### src/rtl/ivs_pkg.sv
package ivs_pkg;

   typedef enum logic [1:0] {
      BS_NORMAL   = 2'b00,
      BS_INT_ACK  = 2'b01,
      BS_SYNC_ACK = 2'b10,
      BS_HALT_ACK = 2'b11
   } bus_state_e;

   typedef enum logic [1:0] {
      SRC_IRQ,
      SRC_SWI,
      SRC_NMI,
      SRC_RTI
   } src_e;

   typedef enum logic [2:0] {
      ST_IDLE,
      ST_PUSH,
      ST_VHI,
      ST_VLO,
      ST_VEND,
      ST_POP,
      ST_PEND
   } seq_st_e;

   // frame slots, indexed in stacking order
   localparam int FRAME_BYTES = 7;
   localparam int IDX_PCL = 0;
   localparam int IDX_PCH = 1;
   localparam int IDX_XL  = 2;
   localparam int IDX_XH  = 3;
   localparam int IDX_A   = 4;
   localparam int IDX_B   = 5;
   localparam int IDX_CC  = 6;

endpackage

### src/rtl/ivs_nmi_edge.sv
module ivs_nmi_edge #(
   parameter int SYNC_STAGES = 0
) (
   input  logic clk,
   input  logic rst_n,
   input  logic nmi_n,
   output logic fall
);

   logic lvl;
   logic prev;

   if (SYNC_STAGES < 0) begin : g_bad_sync
      $error("SYNC_STAGES must be zero or positive");
   end

   if (SYNC_STAGES == 0) begin : g_direct
      assign lvl = nmi_n;
   end else begin : g_sync
      logic [SYNC_STAGES:0] chain;
      assign chain[0] = nmi_n;
      always_ff @(posedge clk or negedge rst_n) begin
         if (!rst_n) chain[SYNC_STAGES:1] <= '1;
         else        chain[SYNC_STAGES:1] <= chain[SYNC_STAGES-1:0];
      end
      assign lvl = chain[SYNC_STAGES];
   end

   always_ff @(posedge clk or negedge rst_n) begin
      if (!rst_n) prev <= 1'b1;
      else        prev <= lvl;
   end

   assign fall = prev & ~lvl;

endmodule

### src/rtl/ivs_arbiter.sv
module ivs_arbiter
   import ivs_pkg::*;
(
   input  logic clk,
   input  logic rst_n,
   input  logic idle,
   input  logic boundary,
   input  logic irq_n,
   input  logic swi_req,
   input  logic rti_req,
   input  logic nmi_fall,
   input  logic i_mask,
   output logic start,
   output src_e src
);

   logic nmi_pend;
   logic take_swi, take_rti, take_nmi, take_irq, hw_slot;

   assign take_swi = idle & swi_req;
   assign take_rti = idle & ~swi_req & rti_req;
   assign hw_slot  = idle & boundary & ~swi_req & ~rti_req;
   assign take_nmi = hw_slot & nmi_pend;
   assign take_irq = hw_slot & ~nmi_pend & ~irq_n & ~i_mask;

   assign start = take_swi | take_rti | take_nmi | take_irq;

   always_comb begin
      if (take_swi)      src = SRC_SWI;
      else if (take_rti) src = SRC_RTI;
      else if (take_nmi) src = SRC_NMI;
      else               src = SRC_IRQ;
   end

   // a new edge wins over the clear of an older one
   always_ff @(posedge clk or negedge rst_n) begin
      if (!rst_n) nmi_pend <= 1'b0;
      else        nmi_pend <= nmi_fall | (nmi_pend & ~take_nmi);
   end


   nmi_latch_chk: assert property (@(posedge clk) disable iff (!rst_n)
      nmi_fall |=> nmi_pend);

endmodule

### src/rtl/ivs_engine.sv
module ivs_engine
   import ivs_pkg::*;
#(
   parameter int DW    = 8,
   parameter int AW    = 16,
   parameter int I_BIT = 4,
   parameter logic [AW-1:0] VEC_IRQ = 'hFFF8,
   parameter logic [AW-1:0] VEC_SWI = 'hFFFA,
   parameter logic [AW-1:0] VEC_NMI = 'hFFFC
) (
   input  logic          clk,
   input  logic          rst_n,
   input  logic          start,
   input  src_e          src,
   input  logic [AW-1:0] pc_in,
   input  logic [AW-1:0] x_in,
   input  logic [DW-1:0] a_in,
   input  logic [DW-1:0] b_in,
   input  logic [DW-1:0] cc_in,
   input  logic [AW-1:0] sp_in,
   output logic          mem_req,
   output logic          mem_we,
   output logic [AW-1:0] mem_addr,
   output logic [DW-1:0] mem_wdata,
   input  logic [DW-1:0] mem_rdata,
   output logic          busy,
   output logic          idle,
   output logic [1:0]    bus_state,
   output logic          regs_load,
   output logic [AW-1:0] pc_out,
   output logic [AW-1:0] x_out,
   output logic [DW-1:0] a_out,
   output logic [DW-1:0] b_out,
   output logic [DW-1:0] cc_out,
   output logic [AW-1:0] sp_out
);

   localparam int FRAME = FRAME_BYTES;
   localparam int CW    = $clog2(FRAME);
   localparam logic [CW-1:0] LAST  = CW'(FRAME - 1);
   localparam logic [DW-1:0] MASKB = DW'(1) << I_BIT;

   seq_st_e       st;
   logic [CW-1:0] cnt;
   logic [AW-1:0] ptr;
   logic [AW-1:0] vec;
   logic [AW-1:0] vec_sel;
   logic [DW-1:0] vhi;
   logic [DW-1:0] frm [FRAME];

   always_comb begin
      case (src)
         SRC_NMI: vec_sel = VEC_NMI;
         SRC_SWI: vec_sel = VEC_SWI;
         default: vec_sel = VEC_IRQ;
      endcase
   end

   always_ff @(posedge clk or negedge rst_n) begin
      if (!rst_n) begin
         st        <= ST_IDLE;
         cnt       <= '0;
         ptr       <= '0;
         vec       <= '0;
         vhi       <= '0;
         regs_load <= 1'b0;
         pc_out    <= '0;
         x_out     <= '0;
         a_out     <= '0;
         b_out     <= '0;
         cc_out    <= '0;
         sp_out    <= '0;
         for (int i = 0; i < FRAME; i++) frm[i] <= '0;
      end else begin
         regs_load <= 1'b0;
         case (st)
            ST_IDLE: begin
               if (start) begin
                  cnt          <= '0;
                  frm[IDX_PCL] <= pc_in[DW-1:0];
                  frm[IDX_PCH] <= pc_in[AW-1:DW];
                  frm[IDX_XL]  <= x_in[DW-1:0];
                  frm[IDX_XH]  <= x_in[AW-1:DW];
                  frm[IDX_A]   <= a_in;
                  frm[IDX_B]   <= b_in;
                  frm[IDX_CC]  <= cc_in;
                  if (src == SRC_RTI) begin
                     st  <= ST_POP;
                     ptr <= sp_in + AW'(1);
                  end else begin
                     st  <= ST_PUSH;
                     ptr <= sp_in;
                     vec <= vec_sel;
                  end
               end
            end
            ST_PUSH: begin
               ptr <= ptr - AW'(1);
               cnt <= cnt + CW'(1);
               if (cnt == LAST) st <= ST_VHI;
            end
            ST_VHI: st <= ST_VLO;
            ST_VLO: begin
               vhi <= mem_rdata;
               st  <= ST_VEND;
            end
            ST_VEND: begin
               pc_out    <= {vhi, mem_rdata};
               x_out     <= {frm[IDX_XH], frm[IDX_XL]};
               a_out     <= frm[IDX_A];
               b_out     <= frm[IDX_B];
               cc_out    <= frm[IDX_CC] | MASKB;
               sp_out    <= ptr;
               regs_load <= 1'b1;
               st        <= ST_IDLE;
            end
            ST_POP: begin
               // byte requested in the previous cycle lands now
               if (cnt != '0) frm[CW'(FRAME) - cnt] <= mem_rdata;
               cnt <= cnt + CW'(1);
               if (cnt == LAST) st  <= ST_PEND;
               else             ptr <= ptr + AW'(1);
            end
            ST_PEND: begin
               pc_out    <= {frm[IDX_PCH], mem_rdata};
               x_out     <= {frm[IDX_XH], frm[IDX_XL]};
               a_out     <= frm[IDX_A];
               b_out     <= frm[IDX_B];
               cc_out    <= frm[IDX_CC];
               sp_out    <= ptr;
               regs_load <= 1'b1;
               st        <= ST_IDLE;
            end
            default: st <= ST_IDLE;
         endcase
      end
   end

   always_comb begin
      mem_req   = 1'b0;
      mem_we    = 1'b0;
      mem_addr  = '0;
      mem_wdata = '0;
      bus_state = BS_NORMAL;
      case (st)
         ST_PUSH: begin
            mem_req   = 1'b1;
            mem_we    = 1'b1;
            mem_addr  = ptr;
            mem_wdata = frm[cnt];
         end
         ST_VHI: begin
            mem_req   = 1'b1;
            mem_addr  = vec;
            bus_state = BS_INT_ACK;
         end
         ST_VLO: begin
            mem_req   = 1'b1;
            mem_addr  = vec + AW'(1);
            bus_state = BS_INT_ACK;
         end
         ST_POP: begin
            mem_req  = 1'b1;
            mem_addr = ptr;
         end
         default: ;
      endcase
   end

   assign idle = (st == ST_IDLE);
   assign busy = ~idle;


   irq_mask_chk: assert property (@(posedge clk) disable iff (!rst_n)
      (start && src == SRC_IRQ) |-> !cc_in[I_BIT]);


   start_idle_chk: assert property (@(posedge clk) disable iff (!rst_n)
      start |-> st == ST_IDLE);


   push_step_chk: assert property (@(posedge clk) disable iff (!rst_n)
      (mem_we && $past(mem_we)) |-> mem_addr == $past(mem_addr) - AW'(1));


   pop_step_chk: assert property (@(posedge clk) disable iff (!rst_n)
      (st == ST_POP && $past(st == ST_POP)) |-> mem_addr == $past(mem_addr) + AW'(1));


   ack_read_chk: assert property (@(posedge clk) disable iff (!rst_n)
      (bus_state == BS_INT_ACK) |-> (mem_req && !mem_we));


   load_pulse_chk: assert property (@(posedge clk) disable iff (!rst_n)
      regs_load |=> !regs_load);

endmodule

### src/rtl/irq_vec_seq.sv
module irq_vec_seq
   import ivs_pkg::*;
#(
   parameter int DW       = 8,
   parameter int AW       = 16,
   parameter int I_BIT    = 4,
   parameter int NMI_SYNC = 0,
   parameter logic [AW-1:0] VEC_IRQ = 'hFFF8,
   parameter logic [AW-1:0] VEC_SWI = 'hFFFA,
   parameter logic [AW-1:0] VEC_NMI = 'hFFFC
) (
   input  logic          clk,
   input  logic          rst_n,
   input  logic          irq_n,
   input  logic          nmi_n,
   input  logic          swi_req,
   input  logic          rti_req,
   input  logic          boundary,
   input  logic [AW-1:0] pc_in,
   input  logic [AW-1:0] x_in,
   input  logic [DW-1:0] a_in,
   input  logic [DW-1:0] b_in,
   input  logic [DW-1:0] cc_in,
   input  logic [AW-1:0] sp_in,
   output logic          mem_req,
   output logic          mem_we,
   output logic [AW-1:0] mem_addr,
   output logic [DW-1:0] mem_wdata,
   input  logic [DW-1:0] mem_rdata,
   output logic          busy,
   output logic [1:0]    bus_state,
   output logic          regs_load,
   output logic [AW-1:0] pc_out,
   output logic [AW-1:0] x_out,
   output logic [DW-1:0] a_out,
   output logic [DW-1:0] b_out,
   output logic [DW-1:0] cc_out,
   output logic [AW-1:0] sp_out
);

   if (AW != 2 * DW) begin : g_bad_width
      $error("address width must be twice the data width");
   end
   if (I_BIT < 0 || I_BIT >= DW) begin : g_bad_ibit
      $error("mask bit position outside the condition-code byte");
   end

   logic nmi_fall;
   logic idle;
   logic start;
   src_e src;

   ivs_nmi_edge #(.SYNC_STAGES(NMI_SYNC)) u_edge (
      .clk   (clk),
      .rst_n (rst_n),
      .nmi_n (nmi_n),
      .fall  (nmi_fall)
   );

   ivs_arbiter u_arb (
      .clk      (clk),
      .rst_n    (rst_n),
      .idle     (idle),
      .boundary (boundary),
      .irq_n    (irq_n),
      .swi_req  (swi_req),
      .rti_req  (rti_req),
      .nmi_fall (nmi_fall),
      .i_mask   (cc_in[I_BIT]),
      .start    (start),
      .src      (src)
   );

   ivs_engine #(
      .DW(DW), .AW(AW), .I_BIT(I_BIT),
      .VEC_IRQ(VEC_IRQ), .VEC_SWI(VEC_SWI), .VEC_NMI(VEC_NMI)
   ) u_eng (
      .clk       (clk),
      .rst_n     (rst_n),
      .start     (start),
      .src       (src),
      .pc_in     (pc_in),
      .x_in      (x_in),
      .a_in      (a_in),
      .b_in      (b_in),
      .cc_in     (cc_in),
      .sp_in     (sp_in),
      .mem_req   (mem_req),
      .mem_we    (mem_we),
      .mem_addr  (mem_addr),
      .mem_wdata (mem_wdata),
      .mem_rdata (mem_rdata),
      .busy      (busy),
      .idle      (idle),
      .bus_state (bus_state),
      .regs_load (regs_load),
      .pc_out    (pc_out),
      .x_out     (x_out),
      .a_out     (a_out),
      .b_out     (b_out),
      .cc_out    (cc_out),
      .sp_out    (sp_out)
   );


   idle_quiet_chk: assert property (@(posedge clk) disable iff (!rst_n)
      !busy |-> (!mem_req && bus_state == 2'b00));

endmodule

### config.mk
export PLATFORM = sky130hd
export DESIGN_NAME = irq_vec_seq
export DESIGN_NICKNAME = d
export VERILOG_FILES = /design/src/rtl/ivs_pkg.sv /design/src/rtl/ivs_nmi_edge.sv /design/src/rtl/ivs_arbiter.sv /design/src/rtl/ivs_engine.sv /design/src/rtl/irq_vec_seq.sv
export SDC_FILE = /design/constraint.sdc
export NUM_CORES = 1
export LEC_CHECK = 0
export BUFFER_PORTS_ARGS = -buffer_cell sky130_fd_sc_hd__buf_2
export CAP_MARGIN = 40
export CELL_PAD_IN_SITES_DETAIL_PLACEMENT = 1
export CELL_PAD_IN_SITES_GLOBAL_PLACEMENT = 1
export CORE_ASPECT_RATIO = 1.1
export CORE_MARGIN = 3
export CORE_UTILIZATION = 37
export CTS_CLUSTER_DIAMETER = 200
export DETAILED_ROUTE_END_ITERATION = 12
export PLACE_DENSITY = 0.77
export SYNTH_ARGS = -nofsm -noshare
export SYNTH_HDL_FRONTEND = slang
export SYNTH_SLANG_ARGS = --single-unit
### constraint.sdc
create_clock -name clk -period 8.46 [get_ports clk]
set_input_delay 1.692 -clock clk [delete_from_list [all_inputs] [get_ports clk]]
set_output_delay 1.692 -clock clk [all_outputs]
set_load 0.005 [all_outputs]
Word-level counts from Yosys, hierarchy flattened
Cells that the tools add are included.
{"block": "op_classes", "n_mux": 32, "bitwise": 27, "magnitude_cmp": 3, "n_addsub": 6, "n_reduce_logical": 16, "eq_ne": 15}
{"cell": "two-way mux 56 bit", "n": 2}
{"cell": "case mux 56 bit (2 select lines)", "n": 1}
{"cell": "case mux 16 bit (3 select lines)", "n": 2}
{"cell": "bitwise mux 56 bit", "n": 1}
{"cell": "adder 16 x 1 -> 16 bit, second input constant", "n": 3}
{"cell": "two-way mux 16 bit", "n": 3}
{"cell": "two-way mux 8 bit", "n": 4}
{"cell": "case mux 16 bit (2 select lines)", "n": 1}
{"cell": "binary-select mux 8 bit (select 3 bit)", "n": 1}
{"cell": "demux 8 bit (select 3 bit)", "n": 1}
{"cell": "case mux 8 bit (2 select lines)", "n": 1}
{"cell": "subtractor 16 x 1 -> 16 bit, second input constant", "n": 1}
{"cell": "two-way mux 3 bit", "n": 5}
{"cell": "case mux 3 bit (5 select lines)", "n": 1}
{"cell": "AND 1 bit", "n": 12}
{"cell": "== test 3 bit, second input constant", "n": 4}
{"cell": "case mux 3 bit (2 select lines)", "n": 2}
{"cell": "AND reduction 3 bit", "n": 4}
{"cell": "NOT 1 bit", "n": 9}
{"cell": ">= comparator 4 bit, second input constant", "n": 2}
{"cell": "NOT 3 -> 4 bit", "n": 2}
{"cell": "== test 3 x 2 -> 1 bit, second input constant", "n": 2}
{"cell": "two-way mux 2 bit", "n": 3}
{"cell": "inequality test 2 x 1 -> 1 bit, second input constant", "n": 3}
{"cell": "16 further kinds", "n": 29}
{"block": "word_totals", "output_inout_bits": 102, "reg_bits": 177, "word_cells": 120, "in_bits": 87}

Logic depth before layout (Yosys ltp)
{"block": "depth", "ltp_word": 12, "depth_mapped": 13, "depth_no_buf": 10}

Hierarchy
A second synthesis with hierarchy kept.
{"block": "hier_totals", "hier_cells": 982, "area_unflattened_um2": 8769.7}
{"mod": "ivs_engine", "instances": 1, "cells_each": 971, "seq_area_each_um2": 4053.9, "area_per_inst_um2": 8642.0}
{"mod": "ivs_arbiter", "instances": 1, "cells_each": 9, "seq_area_each_um2": 25.0, "area_per_inst_um2": 87.6}
{"mod": "ivs_nmi_edge", "instances": 1, "cells_each": 2, "seq_area_each_um2": 26.3, "area_per_inst_um2": 40.0}

Worst setup path before layout
No wires, ideal clock.
{"block": "synth_path", "path_type": "register to output", "start": "register u_eng.st[1]", "end": "output port mem_addr[10]", "setup_slack_ps": 5044, "stages_incl_launch_ff": 7, "arrival_ps": 1724, "n_path_buf": 4, "cell_sequence": "dfrtp_1 -> clkbuf_1 -> nor2b_1 -> clkbuf_1 -> buf_1 -> clkbuf_1 -> a21o_1"}
{"block": "synth_via", "elab_chain_cells": 3, "elab_cells_between_ends": 6}
{"item": "start: declaration", "line_no": "ivs_engine.sv:43", "source": "seq_st_e st;"}
{"item": "start signal: assignment", "line_no": "ivs_engine.sv:61", "source": "st <= ST_IDLE;"}
{"item": "start signal: assignment", "line_no": "ivs_engine.sv:88", "source": "st <= ST_POP;"}
{"item": "start signal: assignment", "line_no": "ivs_engine.sv:91", "source": "st <= ST_PUSH;"}
{"item": "== test 3 bit or == test 3 x 1 -> 1 bit (tied branches)", "line_no": "ivs_engine.sv:145", "source": "case (st)"}
{"item": "OR reduction 2 bit (no source line)"}
{"item": "case mux 16 bit (3 select lines) (*)", "line_no": "ivs_engine.sv:145"}
{"item": "end: declaration", "line_no": "irq_vec_seq.sv:27", "source": "output logic [AW-1:0] mem_addr,"}
Every way passes the cells marked *; elsewhere a longest branch is shown, timed or not.

Worst setup path in the final report
{"block": "layout_path", "start": "register u_eng.st[1]", "end": "output port mem_wdata[6]"}
{"block": "layout_via", "elab_chain_cells": 2}
{"item": "== test 3 x 1 -> 1 bit", "line_no": "ivs_engine.sv:145"}
{"item": "two-way mux 8 bit", "line_no": "ivs_engine.sv:145"}
{"item": "end: declaration", "line_no": "irq_vec_seq.sv:28", "source": "output logic [DW-1:0] mem_wdata,"}
Every way passes these cells.

==> impl_metrics.ini <==
[finish]
utilization_pct = 46.2
regArea_um2 = 4110
fin_nets = 1176
area_growth_pct = 21.1
fillerInstances = 2653
drive_above_1_share_pct = 24.2
multi_input_area_um2 = 4120
instances_no_fill = 1377

[detailed_routing]
drcViolationCount = 0
wl_met1_mm = 12.6
dr_wl_met3_mm = 1.84
dr_wl_met2_mm = 14.4
drtIter0Drc = 574
first_pass_iters = 5
drt_wl_total_mm = 29.6
vias_per_cell = 5.68
post_drt_wl_per_cell_um = 21.5
drt.antenna.violating_nets = 0
dr.max_layer_used = met4
num_vias = 7828

[worst_setup_path]
start_kind = flip-flop
arrival_ns = 2.75
cp-end-kind = output port
timing.rr.start = u_eng.st[1]
r2r_setup_slack_ns = 4.23
critPathKind = flip-flop to output port
required_ns = 6.77
worst-r2r-cell-count = 11
r2r-end = u_eng.ptr[12]
cp_max_fo = 38

[worst_hold_path]
min_from = u_eng.x_out[9]
min-delay-path-class = flip-flop to flip-flop
hold_path_end = u_eng.x_out[9]
min_delay_path_depth = 2

[run]
timing.max_cap.violations = 0

[floorplanning]
die_h_um = 165
core_area_um2 = 22400
die_x_um = 151
initial_core_util_pct = 38.1
io_pins = 189
rows = 57
dieArea_um2 = 25000

[clock_tree]
ctsLongestPathBuffers = 2
post_cts_buffers = 0
clock_sinks = 164
clockRootBuffer = clkbuf_16
numCtsBuffers = 17
cts.repair.resized = 0
cts-htree-levels = 4
clk_latency_ns = 0.43
cts_hold_buf = 0
cts_tree = built
clk_pin_slew_ns = 0.07

[placed_design]
port_buffers = 187
place_congestion = 0.883
dp_hpwl_mm = 21.1
place_inst = 1344

[timing]
setup_viol = 0
fmax_mhz = 225
period_needed_ns = 4.44
timing.hold.ws_ns = 0.468
relSlewSlack_pct = 36.1
rsz0062_at_grt = no
clock_skew_ns = 0.0103
tns_ns = 0
fin_crit_sh_pct = 52.5
slew_violations = 0
tightest_slew_ns = 0.934
finalHoldViolations = 0

[power_and_ir_drop]
power_density_nw_per_um2 = 447
internal_power_mw = 2.65
pwr-share-clk_pct = 18.0
seqPwrFrac_pct = 33.1
p_leak_nw = 5.00
switchingPower_mw = 1.97
pwr-share-comb_pct = 48.9
switching_share_pct = 42.6
irDropWorstVdd_mv = 0.241

[global_routing]
grt_max_degree = 93
grt_pass1_vias = 8042
grt_usage_pct = 23.7
grt-ovfl-total = 0
grt_first_pass_wirelength_mm = 46.0
antenna_found_initial = 1

[synthesis]
syn_avg_cell_area_um2 = 9.34
synthCells = 915
netlist_top_cells_area = dfrtp_1, nand2_1, a2bb2oi_1
synth_warnings = 0
synth_nets = 1023
netlist.area_leader.share_pct = 47.7
synth_area_um2 = 8540
async_flop_share_pct = 100
synth_edf_count = 0
yosysTopAreaCell = dfrtp_1
ys_seq_elements = 164
synth_ff_type = dfrtp_1
synthDistinctLibCells = 70
seq_area_frac_synth_pct = 48.1

[outcome]
status = finished clean
routing by layer:
| layer | vias up | track usage (%) |
|---|---|---|
| met1 | 3892 | 30.9 |
| met3 | 47 | 4.39 |
| met5 | - | 0 |
| met4 | 0 | 7.54 |
| li1 | 3597 | - |
| met2 | 292 | 40.1 |
Yosys cell counts, types with 3 or more instances:
cell and number:
o31ai_1 4, a211oi_1 4, a21o_1 16, mux2_2 13, clkbuf_1 41, a2bb2oi_1 57
o22ai_1 58, nand3_1 16, ha_1 20, nor2b_1 6, or3_1 3, nand2_1 234
o211ai_1 5, xnor2_1 8, a31oi_1 10, and2_1 5, mux2i_1 17, nand2b_1 8
buf_2 12, o21ai_0 37, and4_1 5, nor3_1 9, o21a_1 7, buf_1 8
and3_1 9, dfrtp_1 163, inv_1 12, xor2_1 12, a22oi_1 18, nand4_1 6
nor2_1 27, buf_6 3, a21oi_1 21
cell usage in the layout (no fill, tap or decap), types with 3 or more instances in the layout:
cell type    n
a21oi_1     21
ha_1        20
nor3_1       9
bufinv_16    3
and3_1       9
o211ai_1     5
nor2_1      27
clkbuf_16   17
a22oi_1     18
mux2i_1     17
nand2_1    234
buf_2      188
o21ai_0     37
and4_1       5
buf_4        7
a21o_1      16
xor2_1      12
dfrtp_1    163
o31ai_1      4
a2bb2oi_1   57
inv_1       11
mux2_2      13
nand3_1     16
or3_1        3
clkinv_4     4
a211oi_1     4
o21a_1       7
nand4_1      6
a31oi_1     10
o22ai_1     58
inv_6        5
nand2b_1     7
and2_1       5
xnor2_1      8
nor2b_1      5
through the flow:
step | power (mW) | instance area (um2) | setup slack (ns)
2_1_floorplan | 2.94 | 8540 | 5.04
3_3_place_gp | 3.68 | 9640 | 4.38
3_5_place_dp | 3.77 | 9710 | 4.29
4_1_cts | 4.64 | 10300 | 4.01
5_1_grt | 4.97 | 10300 | 3.88
6_report | 4.62 | 10300 | 4.02
state kept, by name, summed over array words and instances (netlist names):
signal / flops
u_eng.a_out: 8
u_eng.sp_out: 16
u_eng.b_out: 8
u_eng.vec: 3
u_edge.prev: 1
u_eng.vhi: 8
u_eng.cc_out: 8
u_eng.x_out: 16
u_eng.pc_out: 16
u_eng.ptr: 16
u_arb.nmi_pend: 1
u_eng.st: 3
u_eng.frm: 56
u_eng.regs_load: 1
u_eng.cnt: 3
power groups by stage:
stage | combinational [mW] | clock [mW] | sequential, mW
final | 2.26 | 0.833 | 1.53
after global routing | 2.51 | 0.881 | 1.58
after CTS | 2.26 | 0.845 | 1.53
after detailed placement | 2.23 | 0 | 1.54
after global placement | 2.15 | 0 | 1.53
after floorplan | 1.55 | 0 | 1.39
worst max path at each step:
stage            startpoint            end  cells past startpoint
3_3_place_gp   u_eng.cnt[0]   mem_wdata[5]                      5
2_1_floorplan   u_eng.st[1]   mem_addr[10]                      6
3_5_place_dp       cc_in[4]  u_eng.ptr[14]                      7
4_1_cts         u_eng.st[1]   mem_wdata[6]                      5
5_1_grt         u_eng.st[1]   mem_wdata[6]                      5
6_report        u_eng.st[1]   mem_wdata[6]                      5
cells by family after synthesis:
group,synth area share (%)
AOI/OAI and AO/OA,20.9
xor gates and xnor gates,2.05
adders and majority gates,3.16
buffers and inverters,3.95
DFF,48.1
muxes,3.97
other,0.0439
and+or+nand+nor,17.8
worst max-delay path: stages, from the launching register on:
cell and delay [ns]:
dfrtp_1 0.72, nor2b_2 0.28, buf_4 0.40, nand2b_1 0.34, a211oi_1 0.40, buf_2 0.18
area by class of cell:
type | instances | share of cell area (%)
multi-input cells | 672 | 39.8
flip-flops and latches | 164 | 39.7
repair buffers | 199 | 10.3
clock buffers | 18 | 4.24
well taps | 295 | 3.57
clock inverters | 14 | 1.86
inverters | 14 | 0.508
diodes | 1 | 0.0242
Note: power is estimated with default switching activity, not from simulation.
